==> config.mk <==
export PLATFORM = sky130hd
export DESIGN_NAME = grey_rgb_expander
export DESIGN_NICKNAME = d
export VERILOG_FILES = /design/src/rtl/grey_rgb_expander.sv
export SDC_FILE = /design/constraint.sdc
export NUM_CORES = 1
export LEC_CHECK = 0
export BUFFER_PORTS_ARGS = -buffer_cell sky130_fd_sc_hd__buf_4
export CAP_MARGIN = 20
export CORE_ASPECT_RATIO = 0.7
export CORE_MARGIN = 1
export CORE_UTILIZATION = 50
export CTS_CLUSTER_SIZE = 12
export DETAILED_ROUTE_END_ITERATION = 8
export MAX_ROUTING_LAYER = met4
export PLACE_DENSITY = 0.84
export SETUP_SLACK_MARGIN = 0.02
export SLEW_MARGIN = 15
export SYNTH_ARGS = -nofsm -noshare
export SYNTH_HDL_FRONTEND = slang
export SYNTH_SLANG_ARGS = --single-unit
==> constraint.sdc <==
create_clock -name clk -period 5.6 [get_ports clk]
set_input_delay 0.84 -clock clk [delete_from_list [all_inputs] [get_ports clk]]
set_output_delay 0.84 -clock clk [all_outputs]
set_load 0.1 [all_outputs]
==> src/rtl/grey_rgb_expander.sv <==
module grey_rgb_expander #(
  parameter int WORD_W = 32,
  parameter int CH_W   = 4
) (
  input  logic              clk,
  input  logic              rst_n,
  input  logic              in_valid,
  input  logic [WORD_W-1:0] in_data,
  output logic              in_ready,
  input  logic [1:0]        depth,
  output logic              out_valid,
  output logic [3*CH_W-1:0] out_pix,
  input  logic              out_take
);
  localparam int CNT_W = $clog2(WORD_W) + 1;

  logic [WORD_W-1:0] word_q;
  logic [1:0]        dep_q;
  logic [CNT_W-1:0]  left_q;
  logic              busy_q;
  logic              cred_q;
  logic [3:0]        inv;
  logic [CH_W-1:0]   chan;
  int                bw;

  wire load = in_valid && !busy_q;
  wire emit = busy_q && cred_q;

  assign in_ready = !busy_q;

  function automatic logic [1:0] lg_bpp(input logic [1:0] d);
    case (d)
      2'b00:   return 2'd0;
      2'b01:   return 2'd1;
      default: return 2'd2;
    endcase
  endfunction

  always_comb begin
    case (dep_q)
      2'b00:   begin inv = {3'b000, ~word_q[0]};   bw = 1; end
      2'b01:   begin inv = {2'b00, ~word_q[1:0]};  bw = 2; end
      default: begin inv = ~word_q[3:0];           bw = 4; end
    endcase
    for (int j = 0; j < CH_W; j++)
      chan[j] = inv[j % bw];
  end

  always_ff @(posedge clk) begin
    if (!rst_n) begin
      word_q    <= '0;
      dep_q     <= 2'b00;
      left_q    <= '0;
      busy_q    <= 1'b0;
      cred_q    <= 1'b1;
      out_valid <= 1'b0;
      out_pix   <= '0;
    end else begin
      out_valid <= emit;
      cred_q    <= out_take | (cred_q & ~emit);
      if (emit)
        out_pix <= {3{chan}};
      if (load) begin
        word_q <= in_data;
        dep_q  <= depth;
        left_q <= CNT_W'(WORD_W) >> lg_bpp(depth);
        busy_q <= 1'b1;
      end else if (emit) begin
        word_q <= word_q >> bw;
        left_q <= left_q - 1'b1;
        if (left_q == CNT_W'(1))
          busy_q <= 1'b0;
      end
    end
  end
endmodule


==> flow_metrics.tcl, run 1 <==
set metrics [dict create \
    status "finished, final reports clean" \
    maxCapViolCount 0 \
    fin_crit_sh 0.722 \
    grt_usage 0.253 \
    path_class "reg2reg" \
    drt-wirelength-per-cell_um 18.0 \
    crit_family "adder cells" \
    die_area_um2 6880 \
    period_minus_slack_ps 4040 \
    peakVddDrop_mv 0.125 \
    first_pass_iters 4 \
    synthAdderAreaFrac 0.0306 \
    slowest_delay_ps 1000 \
    ant_nets 0 \
    drc 0 \
    rows 24 \
    yosysWarnings 0 \
    slew_headroom 0.331 \
    muxShareOfSynthArea 0.244 \
    fin_skew_ps 11.3 \
    hold_class "reg2reg" \
    ctsHtreeMaxLevel 2 \
    holdCritStartpoint "left_q[1]" \
    core_um2 6280 \
    r2r_cells 7 \
    path_cells "or2_1 > ha_2 > inv_1 > ha_1 > or4_1 > a221o_1 > a31oi_1" \
    power_leakage_uw 0.00134 \
    synth_area_um2 3270 \
    synth_area_leaders "dfxtp_1 29%, mux4_2 14%, mux2i_1 8.6%" \
    routed_wl_um 7990 \
    synth_top_family_by_area "multiplexers" \
    root_buffer "clkbuf_8" \
    power-per-cell-area_nw_per_um2 263 \
    cts.sinks 47 \
    hpwl_um 5500 \
    worst-slew-pin-transition_ps 1000 \
    synth_flop_cell "dfxtp_1" \
    cts.clk_slew.worst_paths_ps 90 \
    numCtsBuffers 5 \
    io_buffers 51 \
    crit_path_start_kind "register" \
    synth_cell_types 54 \
    synthCells 345 \
    gp_congestion 0.949 \
    power.total_uw 961 \
    setup_viol_count_final 0 \
    critPathArrivalTime_ps 4280 \
    synth_nets 391 \
    dr_total_vias 2818 \
    grt_overflow 0 \
    cp_num_cells 7 \
    cts_setup_buffers 0 \
    worstPathMaxFanout 38 \
    seq_area_frac_synth 0.287 \
    synth_top_area_share 0.287 \
    ys_ff_latch 47 \
    postCtsHoldBufs 0 \
    grt_pass1_vias 2627 \
    final_nets 412 \
    yosys.area.top_type "dfxtp_1" \
    clk_path_buf_depth 2 \
    synth_edf_count 0 \
    mostFrequentLayoutCell "buf_4" \
    finalMaxSlewViolations 0 \
    die_x_um 98.7 \
    fp.dieH_um 69.7 \
    rr_startpoint "dep_q[0]" \
    drt_iter0_drc 238 \
    mostFrequentLayoutCells "55 x buf_4, 46 x dfxtp_1, 35 x inv_1" \
    hold_path_depth 2 \
    fmaxAchievable_ghz 0.247 \
    synthArstFlopShare 0 \
    critPathRequiredTime_ps 5840 \
    tritoncts "built" \
    cts_resized 0 \
    vias_per_cell 6.33 \
    ios 52 \
    synth_area_per_cell_um2 9.49 \
    synth-xor-area-share 0.00267 \
    hold_violations 0 \
    cp-startpoint "dep_q[0]" \
    start_util 0.522 \
    tns_ps 0 \
    crit_path_end_kind "register" \
    yosys.area_share.simple 0.0917 \
    grt_max_degree 39 \
    antenna_found_initial 0 \
    drive_gt1_frac 0.251 \
    insertion_delay_ps 320 \
    cp.buffers_inverters 1 \
    syn_to_final_growth_pct 11.4 \
    grt_pass1_wl_um 13200 \
    num_antenna_cells 0 \
    rsz0062_at_grt "false" \
    slowest_stage "dfxtp_2" \
    synth_compound_area_frac 0.236 \
]
cell type report:
type / instances / area, µm²
Fill cell: 534 / 2630
Multi-Input combinational cell: 222 / 1980
Sequential cell: 47 / 942
Timing Repair Buffer: 55 / 413
Inverter: 35 / 131
Tap cell: 78 / 97.6
Clock buffer: 7 / 76.3
Clock inverter: 1 / 5.00
through the flow:
step	cells	worst slack, ps	area, µm²	util	hold WS [ps]
3_5_place_dp	437	1560	3570	0.568	463
3_3_place_gp	437	1750	3570	0.568	454
6_report	445	1560	3650	0.581	477
5_1_grt	445	1170	3650	0.581	504
2_1_floorplan	345	2730	3270	-	444
4_1_cts	445	1510	3650	0.581	476
registers in the layout, indices dropped and copies added (netlist names):
name / cells
cred_q: 1
left_q: 6
out_valid: 1
word_q: 32
out_pix: 4
dep_q: 2
busy_q: 1
Yosys cell counts (all sizes together), types with 8 or more instances:
master / count
mux4: 20
buf: 22
dfxtp: 47
a31oi: 9
o221ai: 26
inv: 35
mux2i: 28
nor2b: 9
nand2b: 8
nand2: 10
ha: 8
clkbuf: 19
a21oi: 29
per-layer routing:
layer | global-route usage | vias to the layer above | routed length, µm
li1 | - | 1342 | -
met1 | 0.376 | 1319 | 3860
met2 | 0.344 | 142 | 3410
met3 | 0.0373 | 15 | 553
met4 | 0.0962 | 0 | 163
met5 | - | - | 0
worst paths after layout:
kind	endpoint	slack (ps)
setup / recovery	out_pix[8]	1560
hold / removal	left_q[1]	480
setup reg to reg	out_pix[8]	1560
hold reg to reg	left_q[1]	480
power by group:
group	total [µW]	internal (µW)	leakage, µW	switching [µW]
sequential	413	368	0.000390	45.4
clock	211	88.0	0.0000422	123
combinational	337	139	0.000912	198
worst reg2reg max path: stages, from the launching register on:
cell and delay [ps]:
dfxtp_2 1000, or2_1 290, ha_2 860, inv_1 480, ha_1 340, or4_1 540
a221o_1 300, a31oi_1 160
cells by family (layout without fill, tap and decap cells):
logic type	count (synthesis)	count (layout)
buffers and inverters	76	98
flip-flops	47	47
AND/OR/NAND/NOR	51	51
XOR/XNOR	1	1
multiplexers	54	54
AO/OA/AOI/OAI	108	108
adder cells (fa/ha/maj)	8	8
(Power assumes the default switching activity.)
==> inputs of run 2 (changes only) <==
clock period = 3.9 ns   (was 5.6 ns; I/O delays follow)
==> flow_metrics.tcl, run 2 (synthesized netlist as in run 1, its figures left out) <==
set metrics [dict create \
    mostFrequentLayoutCells "57 x buf_4, 46 x dfxtp_1, 35 x inv_1" \
    seq_area_um2 942 \
    pwr-share-comb 0.341 \
    cp-startpoint "dep_q[1]" \
    status "finished, final reports clean" \
    fin_skew_ps 10.4 \
    num_antenna_cells 0 \
    critPathRequiredTime_ps 4130 \
    postCtsHoldBufs 0 \
    die_area_um2 6880 \
    worstPathMaxFanout 18 \
    largest_register_ffs 32 \
    rr_startpoint "dep_q[1]" \
    final_nets 414 \
    top_register "word_q" \
    tns_ps 0 \
    vias_per_cell 6.55 \
    syn_to_final_growth_pct 12.5 \
    fin_crit_sh 0.810 \
    antenna_found_initial 0 \
    drc 0 \
    grt_overflow 0 \
    fp.dieH_um 69.7 \
    drt-wirelength-per-cell_um 18.3 \
    period_minus_slack_ps 3160 \
    cts_resized 0 \
    holdCritStartpoint "out_take" \
    internal-power_uw 917 \
    finalMaxSlewViolations 0 \
    power-per-cell-area_nw_per_um2 390 \
    top_regs "word_q x32, left_q x6, out_pix x4" \
    worst-slew-pin-transition_ps 762 \
    power_leakage_uw 0.00136 \
    grt_pass1_vias 2661 \
    rsz0062_at_grt "false" \
    start_util 0.522 \
    crit_path_end_kind "register" \
    power.total_uw 1440 \
    grt_max_degree 35 \
    hold_class "in2reg" \
    fmaxAchievable_ghz 0.317 \
    root_buffer "clkbuf_8" \
    ctsHtreeMaxLevel 2 \
    final.setup.worst_slack_ps 742 \
    die_x_um 98.7 \
    hpwl_um 5740 \
    dr_total_vias 2922 \
    tritoncts "built" \
    dp_slack_ps 735 \
    dpl-instance-area_um2 3580 \
    p_switching_uw 520 \
    path_class "reg2reg" \
    insertion_delay_ps 300 \
    pwr-share-seq 0.412 \
    gp_congestion 0.930 \
    hold_violations 0 \
    maxCapViolCount 0 \
    ios 52 \
    cts.clk_slew.worst_paths_ps 80 \
    rows 24 \
    core_um2 6280 \
    n_fill_cell 536 \
    peakVddDrop_mv 0.168 \
    clkPwrFrac 0.247 \
    slew_headroom 0.492 \
    swShare 0.362 \
    drt_iter0_drc 246 \
    multi_input_area_um2 1980 \
    io_buffers 51 \
    cts_setup_buffers 0 \
    mostFrequentLayoutCell "buf_4" \
    ant_nets 0 \
    routed_wl_um 8170 \
    clk_path_buf_depth 2 \
    drive_gt1_frac 0.255 \
    first_pass_iters 5 \
    crit_path_start_kind "register" \
    critPathArrivalTime_ps 3390 \
    numCtsBuffers 5 \
    final_area_um2 3680 \
    grt_usage 0.251 \
    setup_viol_count_final 0 \
    cts.sinks 47 \
    grt_pass1_wl_um 13400 \
]
## run 2: area by class of cell
type / count / area share
multi-input cells: 222 / 0.538
flip-flops and latches: 47 / 0.256
repair buffers: 57 / 0.116
inverters: 35 / 0.0357
well taps: 78 / 0.0265
clock buffers: 6 / 0.0197
clock inverters: 1 / 0.00815
## run 2: worst paths after layout
check / to / slack [ps] / depth (start not counted)
min reg2reg: left_q[1] / 480 / 2
max reg2reg: out_pix[8] / 740 / 8
min: cred_q / 470 / 2
max: out_pix[8] / 740 / 8
## run 2: power by group through the flow
stage | registers, µW | clock network, µW | logic (µW)
floorplan | 610 | 0 | 365
global placement | 597 | 0 | 473
finish | 592 | 355 | 490
CTS | 589 | 361 | 487
global route | 600 | 378 | 525
detailed placement | 600 | 0 | 485
## run 2: stage by stage
step | std cells | utilization | hold slack (ps)
after floorplan | 345 | - | 444
after global placement | 439 | 0.571 | 453
after detailed placement | 439 | 0.571 | 468
after CTS | 446 | 0.587 | 467
after global routing | 446 | 0.587 | 466
final | 446 | 0.587 | 472
## run 2: critical path, cell delays in order, from the launching register on
cell     delay [ps]
dfxtp_1         670
inv_1           130
nand2_1         140
ha_2            510
inv_1           350
ha_1            290
or4_1           540
a221o_1         300
a31oi_1         150
## run 2: layer usage
metal	part of all wire	up-vias	GRT usage	wire length [µm]
met5	0	-	-	0
met4	0.014	0	0.0580	112
met3	0.080	19	0.0423	654
met2	0.43	148	0.353	3550
met1	0.47	1409	0.374	3860
li1	-	1346	-	-
